[config.mk]
export PLATFORM = sky130hd
export DESIGN_NAME = frac_n_div
export DESIGN_NICKNAME = d
export VERILOG_FILES = /design/src/rtl/fnd_pkg.sv /design/src/rtl/fnd_cfg.sv /design/src/rtl/fnd_acc.sv /design/src/rtl/fnd_cnt.sv /design/src/rtl/frac_n_div.sv
export SDC_FILE = /design/constraint.sdc
export NUM_CORES = 1
export LEC_CHECK = 0
export ABC_AREA = 1
export BUFFER_PORTS_ARGS = -buffer_cell sky130_fd_sc_hd__buf_2
export CORE_ASPECT_RATIO = 1.2
export CORE_MARGIN = 4
export CORE_UTILIZATION = 31
export DETAILED_ROUTE_END_ITERATION = 6
export HOLD_SLACK_MARGIN = 0.08
export SLEW_MARGIN = 20
export SYNTH_ARGS = -nofsm -noshare
export SYNTH_HDL_FRONTEND = slang
export SYNTH_SLANG_ARGS = --single-unit
[constraint.sdc]
create_clock -name clk_i -period 2.3 [get_ports clk_i]
set_input_delay 0.46 -clock clk_i [delete_from_list [all_inputs] [get_ports clk_i]]
set_output_delay 0.46 -clock clk_i [all_outputs]
set_load 0.01 [all_outputs]
[src/rtl/fnd_pkg.sv]
package fnd_pkg;
  localparam int unsigned FND_MIN_MOD = 2;
endpackage

[src/rtl/fnd_cfg.sv]
module fnd_cfg #(
  parameter int unsigned N_W = 8,
  parameter int unsigned K_W = 22
) (
  input  logic           clk_i,
  input  logic           rst_ni,
  input  logic           load_i,
  input  logic [N_W-1:0] n_i,
  input  logic [K_W-1:0] k_i,
  output logic [N_W-1:0] n_eff_o,
  output logic [K_W-1:0] k_eff_o,
  output logic [N_W-1:0] n_q_o,
  output logic [K_W-1:0] k_q_o
);
  localparam logic [N_W-1:0] MIN_N = N_W'(fnd_pkg::FND_MIN_MOD);

  assign n_eff_o = (n_i < MIN_N) ? MIN_N : n_i;
  // odd fraction keeps the accumulator on its full-length cycle
  assign k_eff_o = {k_i[K_W-1:1], 1'b1};

  always_ff @(posedge clk_i or negedge rst_ni) begin
    if (!rst_ni) begin
      n_q_o <= MIN_N;
      k_q_o <= K_W'(1);
    end else if (load_i) begin
      n_q_o <= n_eff_o;
      k_q_o <= k_eff_o;
    end
  end
endmodule

[src/rtl/fnd_acc.sv]
module fnd_acc #(
  parameter int unsigned K_W = 22
) (
  input  logic           clk_i,
  input  logic           rst_ni,
  input  logic           step_i,
  input  logic [K_W-1:0] k_i,
  output logic           carry_o,
  output logic [K_W-1:0] acc_o,
  output logic           carry_q_o
);
  logic [K_W:0]   sum;
  logic [K_W-1:0] acc_q;

  assign sum     = {1'b0, acc_q} + {1'b0, k_i};
  assign carry_o = sum[K_W];
  assign acc_o   = acc_q;

  always_ff @(posedge clk_i or negedge rst_ni) begin
    if (!rst_ni) begin
      acc_q     <= '0;
      carry_q_o <= 1'b0;
    end else if (step_i) begin
      acc_q     <= sum[K_W-1:0];
      carry_q_o <= sum[K_W];
    end
  end
endmodule

[src/rtl/fnd_cnt.sv]
module fnd_cnt #(
  parameter int unsigned N_W = 8
) (
  input  logic           clk_i,
  input  logic           rst_ni,
  input  logic [N_W-1:0] n_i,
  input  logic           ext_i,
  output logic           wrap_o,
  output logic           pulse_o
);
  logic [N_W:0]   len;
  logic [N_W:0]   load_w;
  logic [N_W-1:0] cnt_q;

  assign len    = {1'b0, n_i} + (N_W+1)'(ext_i);
  assign load_w = len - (N_W+1)'(1);
  assign wrap_o = (cnt_q == '0);

  always_ff @(posedge clk_i or negedge rst_ni) begin
    if (!rst_ni) begin
      cnt_q   <= '0;
      pulse_o <= 1'b0;
    end else begin
      pulse_o <= wrap_o;
      if (wrap_o) cnt_q <= load_w[N_W-1:0];
      else        cnt_q <= cnt_q - 1'b1;
    end
  end
endmodule

[src/rtl/frac_n_div.sv]
module frac_n_div #(
  parameter int unsigned N_W = 8,
  parameter int unsigned K_W = 22
) (
  input  logic           clk_i,
  input  logic           rst_ni,
  input  logic [N_W-1:0] n_i,
  input  logic [K_W-1:0] k_i,
  output logic           pulse_o
);
  logic           wrap;
  logic           carry;
  logic           carry_q;
  logic [N_W-1:0] n_eff;
  logic [K_W-1:0] k_eff;
  logic [N_W-1:0] n_q;
  logic [K_W-1:0] k_q;
  logic [K_W-1:0] acc_q;

  fnd_cfg #(.N_W(N_W), .K_W(K_W)) u_cfg (
    .clk_i  (clk_i),
    .rst_ni (rst_ni),
    .load_i (wrap),
    .n_i    (n_i),
    .k_i    (k_i),
    .n_eff_o(n_eff),
    .k_eff_o(k_eff),
    .n_q_o  (n_q),
    .k_q_o  (k_q)
  );

  fnd_acc #(.K_W(K_W)) u_acc (
    .clk_i    (clk_i),
    .rst_ni   (rst_ni),
    .step_i   (wrap),
    .k_i      (k_eff),
    .carry_o  (carry),
    .acc_o    (acc_q),
    .carry_q_o(carry_q)
  );

  fnd_cnt #(.N_W(N_W)) u_cnt (
    .clk_i  (clk_i),
    .rst_ni (rst_ni),
    .n_i    (n_eff),
    .ext_i  (carry),
    .wrap_o (wrap),
    .pulse_o(pulse_o)
  );
endmodule

Word-level counts from Yosys, hierarchy flattened:

Cells that the tools add are included.

* register bits after elaboration: 31
* input bits: 32
* output and inout bits: 1
* logic and storage cells: 11

* add/subtract/negate cells: 4
* magnitude comparators: 1
* muxes and demuxes: 2
* reductions and logical operators: 1

Operators by type and width (count)
* $add A22 B22 Y23: 1
* $mux W8: 2
* $sub A8 B1 Y8 const B: 2
* $add A8 B1 Y8: 1
* $logic_not A8 Y1: 1
* $lt A8 B2 Y1 const B: 1

Longest topological paths before layout:

* depth after elaboration: 5
* gate-level depth with buffers: 16
* mapped depth without buffers: 16

Modules after synthesis:

Synthesis repeated with hierarchy kept, for this count alone.

* cells, all modules: 652
* area, all modules: 4533.1 µm²

Modules (own cells, without submodules)
* fnd_acc: times used 1, cells an instance 387, area each 2438.6 µm²
* fnd_cfg: times used 1, cells an instance 162, area each 1375.1 µm²
* fnd_cnt: times used 1, cells an instance 103, area each 719.4 µm²

Worst setup path before layout:

No wires, ideal clock.

* path type: input to register
* from: input k_i[1]
* to: register u_cnt.cnt_q[6]
* setup time: 0.083 ns
* arrival: 2.280 ns
* data required time: 2.217 ns
* path slack: -0.063 ns
* stages: 12
* cell sequence: fa_1 -> nand3_1 -> nand3_1 -> nand3_1 -> nand3_1 -> a31oi_1 -> ha_1 -> ha_1 -> nand3_1 -> o21ai_0 -> a21oi_1 -> o21ai_0

* longest elaborated chain between the ends: 4

Ends and longest elaborated chain
* start, declared: line frac_n_div.sv:8 `input logic [K_W-1:0] k_i,`
* $add A22 B22 Y23: line fnd_acc.sv:15 `assign sum = {1'b0, acc_q} + {1'b0, k_i};`
* $add A8 B1 Y8: line fnd_cnt.sv:15 `assign len = {1'b0, n_i} + (N_W+1)'(ext_i);`
* $sub A8 B1 Y8: line fnd_cnt.sv:16 `assign load_w = len - (N_W+1)'(1);`
* $mux W8: line fnd_cnt.sv:25 `if (wrap_o) cnt_q <= load_w[N_W-1:0];`
* end signal, assigned: line fnd_cnt.sv:25
* end signal, assigned: line fnd_cnt.sv:26 `else cnt_q <= cnt_q - 1'b1;`
* end, declared: line fnd_cnt.sv:13 `logic [N_W-1:0] cnt_q;`

Every way passes these cells.
A chain may end at the register's enable or synchronous reset.

Worst setup path in the final report:

* from: register u_acc.acc_q[8], in the netlist u_acc.acc_o[8]
* to: register u_cnt.cnt_q[6]

* longest elaborated chain between the ends: 4

Ends and longest elaborated chain
* start, declared: line fnd_acc.sv:13 `logic [K_W-1:0] acc_q;`
* start signal, assigned: line fnd_acc.sv:24 `acc_q <= sum[K_W-1:0];`
* $add A22 B22 Y23: line fnd_acc.sv:15
* $add A8 B1 Y8: line fnd_cnt.sv:15
* $sub A8 B1 Y8: line fnd_cnt.sv:16
* $mux W8: line fnd_cnt.sv:25

Every way passes these cells.

==> results.py <==
metrics = {
    "critical_path": {
        "path_delay_family": "adder cells",
        "r2r-start": "u_acc.acc_o[8]",
        "startpoint": "u_acc.acc_o[8]",
        "critical_path_cell_count": 16,
        "cp_cell_sequence": "ha_4, nand2_2, inv_1, nand2_2, inv_1, nand2_2, nand2_2, nand2_2, nand3_4, a31oi_4, ha_4, ha_4, nand3_4, o21ai_2, a21oi_2, o21ai_1",
        "critPathRequiredTime_ns": 2.51,
        "critPathKind": "flip-flop to flip-flop",
        "crit_path_max_incr_delay_ns": 0.41,
        "arrival_ns": 2.57,
        "endpoint": "u_cnt.cnt_q[6]",
        "worstRegToRegCells": 16,
        "worst_r2r_endpoint": "u_cnt.cnt_q[6]",
        "critPathMaxFanout": 3,
        "critPathBufInv": 2,
        "critPathLaunchType": "flip-flop",
        "cpMaxStageDelayCell": "dfrtp_1",
        "ff2ff_setup_slack_ns": -0.06,
        "timing.critical_path.to_type": "flip-flop",
        "cp_common_cell": "nand2_2",
    },
    "grt": {
        "grt_pass1_vias": 3064,
        "grt_max_degree": 35,
        "antenna_found_initial": 0,
        "grt_pass1_wl_um": 13100,
        "grt_usage": 0.151,
        "gr-total-overflow": 0,
    },
    "timing": {
        "slew_viol_final": 0,
        "setup_viol": 4,
        "period_share": 1.03,
        "clock-skew-final_ns": 0.00780,
        "timing.fmax_mhz": 424,
        "holdWs_ns": 0.230,
        "rsz0062_at_grt": "yes",
        "hold_violations": 0,
        "fin_ws_ns": -0.0580,
        "fin_crit_ns": 2.36,
        "worst_slew_pin_slew_ns": 0.745,
        "slew_headroom": 0.504,
    },
    "placed_design": {
        "post_dp_cell_area_mm2": 0.00354,
        "portBuffers": 31,
        "routabilityCongestion": 0.898,
        "dp_hpwl_um": 5890,
        "post-place-ws_ns": -0.410,
    },
    "synthesis": {
        "synth-compound-area-share": 0.0878,
        "synth_top_family_by_area": "simple AND/OR/NAND/NOR gates",
        "synth_top_area_share": 0.273,
        "yosys_register_bits": 31,
        "synth_cells": 440,
        "seq_area_frac_synth": 0.273,
        "syn_area_per_cell_um2": 6.45,
        "synthSimpleGateAreaFrac": 0.379,
        "synth.area.top_cells": "dfrtp_1 27%, nand2_1 23%, ha_1 11%",
        "ys.warnings.count": 0,
        "synth_xor_area_frac": 0.0401,
        "synthAdderAreaFrac": 0.113,
        "synth.largest_area_cell": "dfrtp_1",
        "synth_fp_nets": 497,
        "netlist_area_mm2": 0.00284,
        "synth.mux.area_fraction": 0.00353,
        "synth_cell_types": 30,
    },
    "outcome": {
        "outcome": "complete, but fails checks",
        "violations": "setup timing",
    },
    "clock_network": {
        "clock_sinks": 31,
        "ctsLongestPathBuffers": 2,
        "cts_tree": "yes",
        "clock_tree.root_cell": "clkbuf_8",
        "htree_levels": 2,
        "clock_latency_ns": 0.29,
        "clk_pin_slew_ns": 0.08,
        "cts_buffers": 5,
    },
    "flow_run": {
        "maxCapViolations": 0,
    },
    "cells_and_area": {
        "layout_common_cells": "155 x nand2_1, 64 x buf_4, 60 x inv_1",
        "nFillCells": 895,
        "nNetsFinal": 595,
        "drive_gt1_frac": 0.317,
        "synthToLayoutAreaGrowth_pct": 43.8,
        "fin_area_mm2": 0.00408,
        "seq_area_um2": 776,
        "final_common_cell": "nand2_1",
        "antennaDiodeCount": 0,
        "multiInputGateArea_mm2": 0.00217,
    },
    "detailed_routing": {
        "drtIter0Drc": 84,
        "dr.pass1.iters": 4,
        "drt_wl_total_um": 7910,
        "drc": 0,
        "vias": 2983,
        "antenna_left": 0,
        "vias_per_cell": 4.55,
        "wl_per_cell_um": 12.1,
    },
    "floorplan": {
        "die_h_um": 113,
        "initial_core_util": 0.324,
        "ios": 33,
        "rows": 37,
        "core_mm2": 0.00875,
        "die_area_mm2": 0.0108,
        "die_w_um": 95.3,
    },
    "power": {
        "ir_drop_uv": 274,
        "p_leak_nw": 2.06,
        "cellPowerDensity_mw_per_mm2": 366,
    },
    "worst_hold_path": {
        "hp-class": "input port to async pin",
    },
}
[where the power goes]
group | internal, mW | switching [mW]
Sequential | 0.554 | 0.00921
Clock | 0.274 | 0.226
Combinational | 0.203 | 0.227
Total | 1.03 | 0.462
[cells in the mapped netlist, drive strengths merged]
master	count
xnor2	10
dfrtp	31
inv	64
ha	24
nand3b	6
nor3	3
nand2	173
fa	1
buf	5
nand3	32
or2	2
nand4	4
a21oi	17
a31oi	3
mux2i	1
nor2	38
xor2	3
o31ai	1
and2	2
a21o	1
o21ai	17
o21bai	2
[cell families (layout without fill, tap and decap cells)]
family,count (synthesis),after routing
DFF,31,31
buffers and inverters,69,168
AOI/OAI and AO/OA,41,41
adders and majority gates,25,25
xor gates and xnor gates,13,13
muxes,1,1
and+or+nand+nor,260,260
[cell type report]
cell class	count	share of cell area
multi-input cells	340	0.531
clock buffers	8	0.0245
repair buffers	96	0.159
inverters	64	0.0595
well taps	117	0.0359
flip-flops and latches	31	0.190
[state kept, by name (all words and copies together), names as in the netlist]
signal         count
u_cnt.pulse_o      1
u_acc.acc_o       22
u_cnt.cnt_q        8
[worst min path at each step]
stage,depth (start not counted),endpoint,slack [ns],startpoint
4_1_cts,1,u_acc.acc_o[13],0.27,rst_ni
5_1_grt,1,u_acc.acc_o[9],0.30,rst_ni
3_3_place_gp,2,u_acc.acc_o[13],0.47,u_acc.acc_o[13]
2_1_floorplan,0,u_acc.acc_o[0],0.16,rst_ni
6_report,1,u_acc.acc_o[13],0.23,rst_ni
3_5_place_dp,2,u_acc.acc_o[12],0.47,u_acc.acc_o[12]
[metal layers]
layer / routed length (µm) / global-route usage / share of wire
met5: 0 / 0 / 0
met3: 204 / 0.0259 / 0.026
met4: 115 / 0.0366 / 0.015
met2: 4220 / 0.280 / 0.53
met1: 3370 / 0.175 / 0.43
[what timing repair did]
action | CTS | global route
hold buffers | 0 | 0
buffers inserted | 3 | 11
endpoints found under the setup margin | 7 | 7
pin swaps | 5 | 22
endpoints found under the hold margin | 0 | 0
resized for setup | 18 | 44
[stage by stage]
stage | utilization | power, mW | TNS [ns] | instances
after CTS | 0.433 | 1.47 | -0.0139 | 646
after detailed placement | 0.404 | 0.934 | -2.35 | 635
after global routing | 0.466 | 1.58 | -0.783 | 656
after floorplan | - | 0.782 | 0 | 440
after global placement | 0.404 | 0.927 | -2.08 | 635
final | 0.466 | 1.49 | -0.0969 | 656
(Power assumes the default switching activity.)
